$ cat config.mk
export PLATFORM = sky130hd
export DESIGN_NAME = dual_dac_loader
export DESIGN_NICKNAME = d
export VERILOG_FILES = /design/src/rtl/dac_ld_pkg.sv /design/src/rtl/sync_bus.sv /design/src/rtl/serial_shifter.sv /design/src/rtl/hold_reg.sv /design/src/rtl/dual_dac_loader.sv
export SDC_FILE = /design/constraint.sdc
export NUM_CORES = 1
export LEC_CHECK = 0
export ABC_CLOCK_PERIOD_IN_PS = 3400
export BUFFER_PORTS_ARGS = -buffer_cell sky130_fd_sc_hd__buf_2
export CAP_MARGIN = 15
export CORE_UTILIZATION = 45
export DETAILED_ROUTE_END_ITERATION = 7
export GPL_ROUTABILITY_DRIVEN = 0
export GPL_TIMING_DRIVEN = 0
export PLACE_DENSITY = 0.74
export SYNTH_ARGS = -nofsm -noshare
export SYNTH_HDL_FRONTEND = slang
export SYNTH_SLANG_ARGS = --single-unit
$ cat constraint.sdc
create_clock -name clk -period 3.4 [get_ports clk]
set_clock_uncertainty 0.15 [all_clocks]
set_input_delay 0.85 -clock clk [delete_from_list [all_inputs] [get_ports clk]]
set_output_delay 0.85 -clock clk [all_outputs]
set_load 0.05 [all_outputs]
$ cat src/rtl/dac_ld_pkg.sv
package dac_ld_pkg;
   localparam int NUM_CH   = 2;
   localparam int NUM_SYNC = 8;

   typedef enum int {
      SI_SCLK  = 0,
      SI_SEL   = 1,
      SI_DIN   = 2,
      SI_LDA   = 3,
      SI_LDB   = 4,
      SI_CLR   = 5,
      SI_HALF  = 6,
      SI_WAKE  = 7
   } sync_idx_e;

   // idle levels of the synchronised pins, index as sync_idx_e
   localparam logic [NUM_SYNC-1:0] SYNC_IDLE = 8'b1011_1010;
endpackage

$ cat src/rtl/sync_bus.sv
module sync_bus #(
   parameter int              WIDTH   = 8,
   parameter int              STAGES  = 2,
   parameter logic [WIDTH-1:0] IDLE   = '0
) (
   input  logic             clk,
   input  logic             rst_n,
   input  logic [WIDTH-1:0] d,
   output logic [WIDTH-1:0] q
);
   generate
      if (STAGES < 2) begin : g_bad_stages
         $error("sync_bus needs at least two stages");
      end
   endgenerate

   logic [WIDTH-1:0] stage_q [STAGES];

   genvar s;
   generate
      for (s = 0; s < STAGES; s++) begin : g_stage
         always_ff @(posedge clk or negedge rst_n) begin
            if (!rst_n) begin
               stage_q[s] <= IDLE;
            end else if (s == 0) begin
               stage_q[s] <= d;
            end else begin
               stage_q[s] <= stage_q[(s == 0) ? 0 : s-1];
            end
         end
      end
   endgenerate

   assign q = stage_q[STAGES-1];
endmodule

$ cat src/rtl/serial_shifter.sv
module serial_shifter #(
   parameter int DATA_W = 12
) (
   input  logic              clk,
   input  logic              rst_n,
   input  logic              sclk_s,
   input  logic              sel_n_s,
   input  logic              din_s,
   output logic [DATA_W-1:0] shift_q,
   output logic              edge_ok
);
   generate
      if (DATA_W < 2) begin : g_bad_width
         $error("serial_shifter needs DATA_W of at least 2");
      end
   endgenerate

   logic sclk_prev;

   always_ff @(posedge clk or negedge rst_n) begin
      if (!rst_n) sclk_prev <= 1'b0;
      else        sclk_prev <= sclk_s;
   end

   assign edge_ok = sclk_s & ~sclk_prev & ~sel_n_s;

   always_ff @(posedge clk or negedge rst_n) begin
      if (!rst_n) begin
         shift_q <= '0;
      end else if (edge_ok) begin
         shift_q <= {shift_q[DATA_W-2:0], din_s};
      end
   end

   assert_sel_ignore_R2: assert property (@(posedge clk) disable iff (!rst_n)
      sel_n_s |=> $stable(shift_q));

   assert_shift_in_R1: assert property (@(posedge clk) disable iff (!rst_n)
      edge_ok |=> (shift_q[0] == $past(din_s)) &&
                  (shift_q[DATA_W-1:1] == $past(shift_q[DATA_W-2:0])));
endmodule

$ cat src/rtl/hold_reg.sv
module hold_reg #(
   parameter int DATA_W = 12
) (
   input  logic              clk,
   input  logic              rst_n,
   input  logic              clr_n_s,
   input  logic              half_s,
   input  logic              load_n_s,
   input  logic [DATA_W-1:0] shift_q,
   output logic [DATA_W-1:0] code_q
);
   localparam logic [DATA_W-1:0] HALF_CODE = {1'b1, {(DATA_W-1){1'b0}}};

   always_ff @(posedge clk or negedge rst_n) begin
      if (!rst_n) begin
         code_q <= '0;
      end else if (!clr_n_s) begin
         code_q <= half_s ? HALF_CODE : '0;
      end else if (!load_n_s) begin
         code_q <= shift_q;
      end
   end

   assert_hold_R4: assert property (@(posedge clk) disable iff (!rst_n)
      (load_n_s && clr_n_s) |=> $stable(code_q));

   assert_follow_R4: assert property (@(posedge clk) disable iff (!rst_n)
      (!load_n_s && clr_n_s) |=> code_q == $past(shift_q));

   assert_clear_R6: assert property (@(posedge clk) disable iff (!rst_n)
      (!clr_n_s && !half_s) |=> code_q == '0);
endmodule

$ cat src/rtl/dual_dac_loader.sv
module dual_dac_loader
   import dac_ld_pkg::*;
#(
   parameter int DATA_W      = 12,
   parameter int SYNC_STAGES = 2
) (
   input  logic              clk,
   input  logic              rst_n,
   input  logic              ser_clk,
   input  logic              ser_sel_n,
   input  logic              ser_din,
   input  logic              load_a_n,
   input  logic              load_b_n,
   input  logic              clear_n,
   input  logic              clear_half,
   input  logic              wake_n,
   output logic [DATA_W-1:0] code_a,
   output logic [DATA_W-1:0] code_b,
   output logic              power_down,
   output logic              proto_err
);
   logic [NUM_SYNC-1:0] raw_in;
   logic [NUM_SYNC-1:0] syn;
   logic [DATA_W-1:0]   shift_q;
   logic                edge_ok;
   logic [NUM_CH-1:0]   load_n_s;
   logic [DATA_W-1:0]   codes [NUM_CH];

   always_comb begin
      raw_in          = '0;
      raw_in[SI_SCLK] = ser_clk;
      raw_in[SI_SEL]  = ser_sel_n;
      raw_in[SI_DIN]  = ser_din;
      raw_in[SI_LDA]  = load_a_n;
      raw_in[SI_LDB]  = load_b_n;
      raw_in[SI_CLR]  = clear_n;
      raw_in[SI_HALF] = clear_half;
      raw_in[SI_WAKE] = wake_n;
   end

   sync_bus #(.WIDTH(NUM_SYNC), .STAGES(SYNC_STAGES), .IDLE(SYNC_IDLE)) u_sync (
      .clk(clk), .rst_n(rst_n), .d(raw_in), .q(syn));

   serial_shifter #(.DATA_W(DATA_W)) u_shift (
      .clk(clk), .rst_n(rst_n),
      .sclk_s(syn[SI_SCLK]), .sel_n_s(syn[SI_SEL]), .din_s(syn[SI_DIN]),
      .shift_q(shift_q), .edge_ok(edge_ok));

   assign load_n_s = {syn[SI_LDB], syn[SI_LDA]};

   genvar c;
   generate
      for (c = 0; c < NUM_CH; c++) begin : g_ch
         hold_reg #(.DATA_W(DATA_W)) u_hold (
            .clk(clk), .rst_n(rst_n),
            .clr_n_s(syn[SI_CLR]), .half_s(syn[SI_HALF]),
            .load_n_s(load_n_s[c]), .shift_q(shift_q),
            .code_q(codes[c]));
      end
   endgenerate

   assign code_a     = codes[0];
   assign code_b     = codes[1];
   assign power_down = ~syn[SI_WAKE];

   always_ff @(posedge clk or negedge rst_n) begin
      if (!rst_n) proto_err <= 1'b0;
      else        proto_err <= edge_ok & ~(&load_n_s);
   end

   assert_err_pulse_R9: assert property (@(posedge clk) disable iff (!rst_n)
      proto_err |=> !proto_err);

   assert_pd_keeps_R8: assert property (@(posedge clk) disable iff (!rst_n)
      ($changed(power_down) && syn[SI_CLR] && (&load_n_s)) |->
         ($stable(code_a) && $stable(code_b)));

   assert_no_err_idle_R9: assert property (@(posedge clk) disable iff (!rst_n)
      ((&load_n_s) && $past(&load_n_s)) |=> !proto_err);
endmodule

==> results.py <==
metrics = {
    "route": {
        "drc": 0,
        "avgRoutedWirePerCell_um": 14.42,
        "ant_nets": 0,
        "vias": 1045,
        "drt_iter0_drc": 43,
        "via_per_inst": 4.772,
        "routed_wl_um": 3158,
        "dr.pass1.iters": 4,
    },
    "sta": {
        "post-route-period-util_pct": 60.03,
        "tightest_slew_ns": 0.4382,
        "final-setup-viol-count": 0,
        "tns_ns": 0,
        "rsz0062_at_grt": "false",
        "slew_viol_final": 0,
        "whs_ns": 0.2052,
        "fin_crit_ns": 2.041,
        "relSlewSlack_pct": 70.79,
        "max_clock_freq_mhz": 489.9,
        "finalHoldViolCount": 0,
    },
    "synthesis": {
        "synth-main-ff-cell": "dfrtp_1",
        "synthesis.nets": 135,
        "ys_top_cells_by_count": "44 x dfrtp_1, 24 x mux2i_1, 22 x nor2b_1, 12 x mux2_2, 10 x dfstp_2",
        "ys_warn_count": 0,
        "synth.most_common_cell": "dfrtp_1",
        "yosysTopAreaCellShare_pct": 56.05,
        "ys_top_cells_by_area": "dfrtp_1 56%, dfstp_2 13%, mux2i_1 12%",
        "syn_avg_cell_area_sq_um": 15.72,
        "async_reset_ff_share_pct": 100.0,
        "netlist_instances": 125,
        "ys_types": 14,
        "netlist_area_sq_um": 1964,
        "ys_seq_area_share_pct": 69.43,
        "synth-edff-count": 0,
        "ys_seq_elements": 54,
        "synth_top_area_cell": "dfrtp_1",
    },
    "place": {
        "port_buffers": 35,
        "dp_cells": 210,
        "postPlaceCellArea_sq_um": 2202,
        "hpwl_um": 2113,
    },
    "clocking": {
        "clockBufferDepth": 2,
        "h-tree-depth": 2,
        "cts_hold_buf": 0,
        "clkTransAtPathRegs_ns": 0.09,
        "cts_buffers": 5,
        "clock_latency_ns": 0.30,
        "clkSinkCount": 54,
        "cts_tree": "built",
        "clockRootBuffer": "clkbuf_8",
        "postCtsSetupRepairBufs": 0,
        "post_cts_resized": 0,
    },
    "layout": {
        "drive_gt1_share_pct": 42.01,
        "register_area_sq_um": 1364,
        "stdcell_area_sq_um": 2313,
        "fin_util_pct": 56.61,
        "fillers": 332,
        "multi_input_area_sq_um": 553.0,
        "nNetsFinal": 178,
        "diodes": 0,
        "layout.cells.non_filler": 219,
        "syn_to_final_growth_pct": 17.77,
    },
    "worst_setup_path": {
        "critical_path_class": "flop to primary output",
        "cp-start-kind": "flop",
        "rr_startpoint": "u_sync.q[4]",
        "end_kind": "primary output",
        "worstPathArrival_ns": 1.04,
        "cp-startpoint": "u_sync.q[7]",
        "cp.required_ns": 2.40,
        "path_max_fanout": 1,
    },
    "power": {
        "p_leak_nw": 1.173,
        "ir_drop_mv": 0.3431,
        "cellPowerDensity_nw_per_um2": 642.7,
    },
    "grt": {
        "grt_pass1_wl_um": 5147,
        "track_usage_pct": 15.91,
        "antenna_found_initial": 0,
        "grt_overflow": 0,
        "grt_max_degree": 55,
        "grt_pass1_vias": 1074,
    },
    "die": {
        "num_rows": 23,
        "start_util_pct": 48.07,
        "die_w_um": 68.07,
        "die_y_um": 68.07,
        "core-area_sq_um": 4086,
        "dieArea_sq_um": 4634,
        "io_pins": 36,
    },
    "flow_run": {
        "cap_violations": 0,
    },
    "run_status": {
        "status": "complete, no violations",
    },
    "min_path": {
        "holdCritPathClass": "flop to flop",
        "min-delay-start": "u_sync.stage_q[14]",
    },
}
## placed cells by master (no fill, tap or decap)
cell	count
mux2_2	12
mux2i_1	24
buf_4	2
dfrtp_1	44
buf_12	1
clkinv_2	1
clkbuf_1	3
a21boi_0	1
inv_1	1
clkbuf_8	6
dfstp_2	10
buf_2	37
buf_6	1
nor3b_4	1
nor2_1	1
nor2b_1	22
a21oi_1	2
## registers in the layout, summed over array words and instances, names as in the netlist
signal	flops
u_sync.q	8
u_sync.stage_q	8
u_shift.shift_q	12
u_shift.sclk_prev	1
g_ch.u_hold.code_q	24
proto_err	1
## final cells by class
cell class	instances	area share, %
buffer	7	1.893
clock buffer	7	3.732
clock inverter	1	0.2163
inverter	1	0.1622
multi-input combinational	63	23.90
sequential	54	58.95
tap	50	2.704
timing repair buffer	36	8.437
## stage by stage
stage / total power, W / worst slack [ns]
2_1_floorplan: 0.001051 / 1.722
3_3_place_gp: 0.001132 / 1.419
3_5_place_dp: 0.001148 / 1.364
4_1_cts: 0.001501 / 1.343
5_1_grt: 0.001566 / 1.300
6_report: 0.001487 / 1.359
## cells by family after synthesis
logic type             count (synthesis)  share of synthesized area [%]
buffers and inverters                  8                          2.420
flip-flops                            54                          69.43
AO/OA/AOI/OAI                          3                         0.8919
multiplexers                          36                          19.11
AND/OR/NAND/NOR                       24                          8.153
## critical path: stages (launching register included)
cell and delay (ns):
dfstp_2 0.52, inv_1 0.03, buf_2 0.20
## layer usage
metal	share of wire, %	global-route usage, %	up-vias	wire (um)
li1	-	-	499	-
met1	46	20.47	513	1452
met2	48	24.39	28	1507
met3	5.0	6.333	5	159
met4	1.2	5.469	0	38
met5	0	0	-	0
## power by group
group | total [W] | internal, W | switching [W]
Sequential | 0.000807 | 0.000738 | 0.0000686
Combinational | 0.000325 | 0.000113 | 0.000213
Clock | 0.000355 | 0.000165 | 0.000190
## final timing paths
check,to,slack (ns),cells after the start
setup / recovery,power_down,1.36,2
max in group asynchronous,u_sync.stage_q[9],2.26,2
hold reg to reg,u_sync.q[6],0.21,0
setup reg to reg,g_ch[1].u_hold.code_q[11],1.91,4
hold / removal,u_sync.q[6],0.21,0
min in group asynchronous,g_ch[0].u_hold.code_q[1],0.28,1
Power figures use the tool's default switching activity.
